`config.mk`:
```
export PLATFORM = sky130hd
export DESIGN_NAME = xint_detector
export DESIGN_NICKNAME = d
export VERILOG_FILES = /design/src/rtl/xint_pkg.sv /design/src/rtl/xint_sync.sv /design/src/rtl/xint_chan.sv /design/src/rtl/xint_detector.sv
export SDC_FILE = /design/constraint.sdc
export NUM_CORES = 1
export LEC_CHECK = 0
export ABC_AREA = 1
export BUFFER_PORTS_ARGS = -buffer_cell sky130_fd_sc_hd__buf_2
export CORE_MARGIN = 2
export CORE_UTILIZATION = 25
export CTS_BUF_LIST = sky130_fd_sc_hd__clkbuf_8
export CTS_CLUSTER_SIZE = 30
export DETAILED_ROUTE_END_ITERATION = 7
export HOLD_SLACK_MARGIN = 0.05
export PLACE_DENSITY = 0.56
export SLEW_MARGIN = 20
export SYNTH_ARGS = -nofsm -noshare
export SYNTH_HDL_FRONTEND = slang
export SYNTH_HIERARCHICAL = 1
export SYNTH_SLANG_ARGS = --single-unit
```
`constraint.sdc`:
```
create_clock -name clk -period 2 [get_ports clk]
set_input_delay 0.1 -clock clk [delete_from_list [all_inputs] [get_ports clk]]
set_output_delay 0.1 -clock clk [all_outputs]
set_load 0.005 [all_outputs]
```
`src/rtl/xint_pkg.sv`:
```
// Package: shared types for the external interrupt detector.
// Assumes: the nibble layout places trigger at bit 2c and flag at 2c+1.
package xint_pkg;
    typedef enum logic {
        TRIG_LEVEL = 1'b0,
        TRIG_FALL  = 1'b1
    } trig_e;

    localparam int unsigned BITS_PER_CH = 2;

    // Bit position of a channel's trigger bit inside the control nibble.
    function automatic int unsigned trig_pos(input int unsigned ch);
        return ch * BITS_PER_CH;
    endfunction

    // Bit position of a channel's flag bit inside the control nibble.
    function automatic int unsigned flag_pos(input int unsigned ch);
        return ch * BITS_PER_CH + 1;
    endfunction
endpackage

```
`src/rtl/xint_sync.sv`:
```
// Module: multi-stage synchroniser for one asynchronous pin.
// Assumes: STAGES >= 2; every stage resets to RST_VAL (the idle pin level).
module xint_sync #(
    parameter int unsigned STAGES  = 2,
    parameter logic        RST_VAL = 1'b1
) (
    input  logic clk,
    input  logic rst_n,
    input  logic d_async,
    output logic q_sync
);
    logic [STAGES-1:0] chain_q;

    // Shift the pin through the flop chain.
    always_ff @(posedge clk) begin
        if (!rst_n) chain_q <= {STAGES{RST_VAL}};
        else        chain_q <= {chain_q[STAGES-2:0], d_async};
    end

    assign q_sync = chain_q[STAGES-1];
endmodule

```
`src/rtl/xint_chan.sv`:
```
// Module: one interrupt channel - trigger-mode bit, falling-edge capture,
// sticky flag, in-service window and the request output.
// Assumes: s_pin is already synchronised. The flag priority is
// hardware set > software write > return clear. Level mode holds the flag at 0.
module xint_chan
    import xint_pkg::*;
(
    input  logic clk,
    input  logic rst_n,
    input  logic s_pin,
    input  logic wr,
    input  logic wr_trig,
    input  logic wr_flag,
    input  logic ack,
    input  logic ret,
    output logic trig_rd,
    output logic flag_rd,
    output logic req
);
    trig_e trig_q, trig_d;
    logic  prev_q;
    logic  flag_q, flag_d;
    logic  svc_q;
    logic  fall, capture;

    // Previous synchronised sample, for falling-edge detection.
    always_ff @(posedge clk) begin
        if (!rst_n) prev_q <= 1'b1;
        else        prev_q <= s_pin;
    end

    assign fall = prev_q & ~s_pin;

    // Next trigger mode: software write takes effect this cycle.
    always_comb begin
        trig_d = trig_q;
        if (wr) trig_d = trig_e'(wr_trig);
    end

    // Trigger-mode register; level mode after reset.
    always_ff @(posedge clk) begin
        if (!rst_n) trig_q <= TRIG_LEVEL;
        else        trig_q <= trig_d;
    end

    // In-service window: opened by acknowledge, closed by return.
    always_ff @(posedge clk) begin
        if (!rst_n) svc_q <= 1'b0;
        else        svc_q <= ack | (svc_q & ~ret);
    end

    assign capture = fall & ~(svc_q | ack) & (trig_d == TRIG_FALL);

    // Next flag value under the fixed priority order.
    always_comb begin
        flag_d = flag_q;
        if (trig_d == TRIG_LEVEL) flag_d = 1'b0;
        else if (capture)         flag_d = 1'b1;
        else if (wr)              flag_d = wr_flag;
        else if (ret)             flag_d = 1'b0;
    end

    // Sticky edge flag register.
    always_ff @(posedge clk) begin
        if (!rst_n) flag_q <= 1'b0;
        else        flag_q <= flag_d;
    end

    // Request: latched flag in edge mode, live low pin in level mode.
    always_comb begin
        if (trig_q == TRIG_FALL) req = flag_q;
        else                     req = ~s_pin;
    end

    assign trig_rd = trig_q;
    assign flag_rd = req;
endmodule

```
`src/rtl/xint_detector.sv`:
```
// Module: top of the external interrupt detector. It synchronises each pin,
// instantiates one channel per pin and maps the channels onto the control
// nibble. Assumes: the controller pulses svc_ack/svc_ret for one cycle.
module xint_detector
    import xint_pkg::*;
#(
    parameter int unsigned NCH         = 2,
    parameter int unsigned SYNC_STAGES = 2,
    localparam int unsigned RW         = NCH * BITS_PER_CH
) (
    input  logic           clk,
    input  logic           rst_n,
    input  logic [NCH-1:0] xpin_n,
    input  logic           ctl_wr,
    input  logic [RW-1:0]  ctl_wdata,
    output logic [RW-1:0]  ctl_rdata,
    input  logic [NCH-1:0] svc_ack,
    input  logic [NCH-1:0] svc_ret,
    output logic [NCH-1:0] irq_req
);
    logic [NCH-1:0] pin_s;

    // One synchroniser and one channel per pin.
    for (genvar c = 0; c < NCH; c++) begin : g_ch
        xint_sync #(.STAGES(SYNC_STAGES), .RST_VAL(1'b1)) u_sync (
            .clk     (clk),
            .rst_n   (rst_n),
            .d_async (xpin_n[c]),
            .q_sync  (pin_s[c])
        );

        xint_chan u_chan (
            .clk     (clk),
            .rst_n   (rst_n),
            .s_pin   (pin_s[c]),
            .wr      (ctl_wr),
            .wr_trig (ctl_wdata[trig_pos(c)]),
            .wr_flag (ctl_wdata[flag_pos(c)]),
            .ack     (svc_ack[c]),
            .ret     (svc_ret[c]),
            .trig_rd (ctl_rdata[trig_pos(c)]),
            .flag_rd (ctl_rdata[flag_pos(c)]),
            .req     (irq_req[c])
        );
    end
endmodule

```
Word-level counts from Yosys, hierarchy flattened
Cells that the tools add are included.

word-level totals
  memories = 0
  flip-flop bits (word level) = 12
  input bits = 13
  latch bits = 0
  output and inout port bits = 6
  bits in writable memories = 0
  bits in read-only memories = 0

cells by class
  shift operators = 0
  divide/modulo/power cells = 0
  $lt $le $gt $ge = 0
  multiply operators = 0
  reductions and logical operators = 4
  eq/ne operators = 0
  bitwise gates (word level) = 18
  muxes and demuxes = 10
  $add $sub $neg = 0

operators with widths
  cell                number
  $mux W1             10
  $and A1 B1 Y1       8
  $not A1 Y1          6
  $reduce_bool A3 Y1  2
  $or A1 B1 Y1        4
  $reduce_and A2 Y1   2

Longest topological paths before layout
  word-level depth = 5
  gate-level depth with buffers = 5

By module
The synthesis kept the hierarchy.

by module, submodules not included
  module     cells each  area each (sq um)  times used
  xint_chan  28          181.4              2
  xint_sync  6           55.1               2

Worst setup path after synthesis
OpenSTA, ideal clock, no wires.

  path kind = register to output
  from = reg g_ch[0].u_chan.trig_q
  to = out irq_req[0]
  data required time = 1.900 ns
  setup slack = 1.171 ns
  cell stages (with the launch flop) = 3
  data arrival time = 0.729 ns
  path through = dfxtp_1 -> o21ai_0 -> buf_4

on the way
  longest elaborated chain between the ends = 1

ends and longest elaborated chain
  element                 line                 text
  from (decl)             xint_chan.sv:20      trig_e trig_q, trig_d;
  from (signal assigned)  xint_chan.sv:43      else trig_q <= trig_d;
  $mux W1                 xint_chan.sv:71      if (trig_q == TRIG_FALL) req = flag_q;
  to (decl)               xint_detector.sv:19  output logic [NCH-1:0] irq_req

No other way between the ends.

Worst setup path after layout
  from = reg g_ch[1].u_chan.trig_q
  to = out ctl_rdata[3]

on the way
  longest elaborated chain between the ends = 1

ends and longest elaborated chain
  element                 line                 text
  from (decl)             xint_chan.sv:20
  from (signal assigned)  xint_chan.sv:43
  $mux W1                 xint_chan.sv:71
  to (decl)               xint_detector.sv:16  output logic [RW-1:0] ctl_rdata,

No other way between the ends.

==> flow_summary.ini <==
[floorplanning]
die_area_um2 = 2256
coreArea_um2 = 1745
ios = 19
die_w_um = 47.50
start_util_pct = 27.10
die_h_um = 47.50
core.rowCount = 15

[cts]
clockBufferDepth = 2
ctsHoldBuffers = 2
cts_buffers = 3
clock-root-buffer = clkbuf_8
cts_tree = built
cts.sinks = 12
cts_setup_buffers = 0
h-tree-depth = 1
clock_latency_ns = 0.24
cts_repair_resize_count = 0
clk_pin_slew_ns = 0.05

[logic_synthesis]
synth-compound-area-share_pct = 6.349
synthCells = 68
ys_seq_area_share_pct = 50.79
yosys.area_share.simple_pct = 25.40
ys_types = 10
ys_top_cells_by_count = inv_1, nand2_1, dfxtp_1, nor2_1
synth_top_area_share_pct = 50.79
yosys_warnings = 6
yosys.area.top_type = dfxtp_1
avgSynthCellArea_um2 = 6.955
synth_fa_ha_area_share_pct = 0
synth_mux_area_share_pct = 0
synth_ff_type = dfxtp_1
synth_edf_count = 0
synth_top_family_by_area = simple AND/OR/NAND/NOR gates
syn_area_um2 = 473.0
syn-num-nets = 81
synth_seq_cells = 12
synth-xor-area-share_pct = 0
synth-async-reset-ratio_pct = 0
synth_top_cells_by_area = dfxtp_1, inv_1, nand2_1

[route]
routed_via_density = 3.696
postRouteAntennaNets = 0
remaining_drc_errors = 0
avgRoutedWirePerCell_um = 7.704
vias = 425
drtIter0Drc = 5
drt-pass1-iter-count = 4
wl_um = 886

[layout]
layout.nets = 104
fin_area_um2 = 654.4
antenna_cells = 0
fin_cells = 115
drive_above_1_share_pct = 26.67
multi_input_area_um2 = 150.1
regArea_um2 = 240.2
post-route-util_pct = 37.49
fillerInstances = 195
syn2layout_area_growth_pct = 38.36

[run]
cap_viol_max_count = 0

[setup_path]
crit_fanout = 4
crit_path_end_kind = primary output
cp_num_buf_inv = 1
cp_cell_sequence = o21ai_0 > buf_2
crit_type = flip-flop to primary output
cp-start-kind = flip-flop
cp_top_family = flip-flops
cp_slowest_cell = dfxtp_1
crit_arrival_ns = 0.92
slowest_delay_ns = 0.32
critPathRequiredTime_ns = 1.90

[status]
status = complete, no violations

[power_and_ir_drop]
leakage_uw = 0.0003881
worst_ir_drop_vdd_mv = 0.4266
total_power_uw = 568.0
power_density_nw_per_um2 = 868.0

[placed_design]
dp_hpwl_um = 694.5
dp.cells = 109
port_buffers = 18
place_area_um2 = 579.3
place_congestion = 0.7029

[grt]
grt_pass1_vias = 357
grt_pass1_wl_um = 1317
grt_start_max_net_pins = 9
antenna_found_initial = 0
grt_overflow = 0
grt_use_total_pct = 9.020

[hold_path]
hold_class = primary input to flip-flop

[sta]
slew_headroom_pct = 86.70
rsz0062_at_grt = no
timing.final.crit_share_pct = 50.89
fin_crit_ns = 1.018
fmax_ghz = 0.9824
final-hold-violation-count = 0
skew_ns = 0.003431
finalMaxSlewViolations = 0
worst_pin_slew_ns = 0.1975
tns_ns = 0
setup_viol = 0
==> final timing paths <==
path / cells after the start / end / slack, ns / startpoint
setup / recovery: 2 / ctl_rdata[3] / 0.98 / g_ch[1].u_chan/trig_rd
setup reg to reg: 4 / g_ch[0].u_chan/flag_q / 1.24 / g_ch[0].u_chan/trig_rd
hold / removal: 3 / g_ch[1].u_chan/trig_rd / 0.09 / ctl_wdata[2]
hold reg to reg: 2 / g_ch[0].u_sync/chain_q[1] / 0.40 / g_ch[0].u_sync/chain_q[0]
==> kinds of logic (layout without fill, tap and decap cells) <==
group / Yosys count / count (layout)
buffers and inverters: 20 / 42
and+or+nand+nor: 30 / 30
DFF: 12 / 12
AOI/OAI and AO/OA: 6 / 6
==> worst register-to-register path, stage by stage, from the launching register on <==
cell and delay, ns:
dfxtp_1 0.33, nor2_1 0.13, nor2_2 0.04, o21ai_1 0.09, nor2_1 0.07
==> stage by stage <==
step	setup slack [ns]	hold slack, ns
after floorplan	1.171	0.1687
after global placement	1.255	0.2680
after detailed placement	1.222	0.2742
after CTS	0.9599	0.08200
after global routing	0.8893	0.09637
final	0.9821	0.08842
==> flip-flops by register name (all words and copies together) (netlist names) <==
name	flops
g_ch.u_sync/chain_q	4
g_ch.u_chan/trig_rd	2
g_ch.u_chan/prev_q	2
g_ch.u_chan/flag_q	2
g_ch.u_chan/svc_q	2
==> layout by cell type (no fill, tap or decap), drive strengths merged <==
cell and count:
dfxtp 12, nor2 10, a21oi 2, o21ai 4, inv 18, clkbuf 4, nand2 18, buf 18
dlygate4sd3 2, nand3 2
==> where the power goes <==
part           switching (uW)  total (uW)  internal [uW]  leakage (uW)
Combinational            26.2        51.6           25.5      0.000260
Sequential               5.89         257            251     0.0000992
Clock                    85.5         259            174     0.0000288
Total                     118         568            450      0.000388
==> layout make-up <==
cell class              count  share of cell area, %
repair buffers             20                  16.83
multi-input cells          36                  22.94
well taps                  25                  4.780
flip-flops and latches     12                  36.71
clock buffers               4                  8.413
inverters                  18                  10.33
==> layer usage <==
| metal | share of wire (%) | up-vias | track usage (%) |
|---|---|---|---|
| met5 | 0 | - | 0 |
| met4 | 0.68 | 0 | 3.333 |
| met3 | 7.6 | 2 | 5.660 |
| met2 | 45 | 12 | 14.05 |
| met1 | 47 | 175 | 9.977 |
| li1 | - | 236 | - |
(Power assumes the default switching activity.)
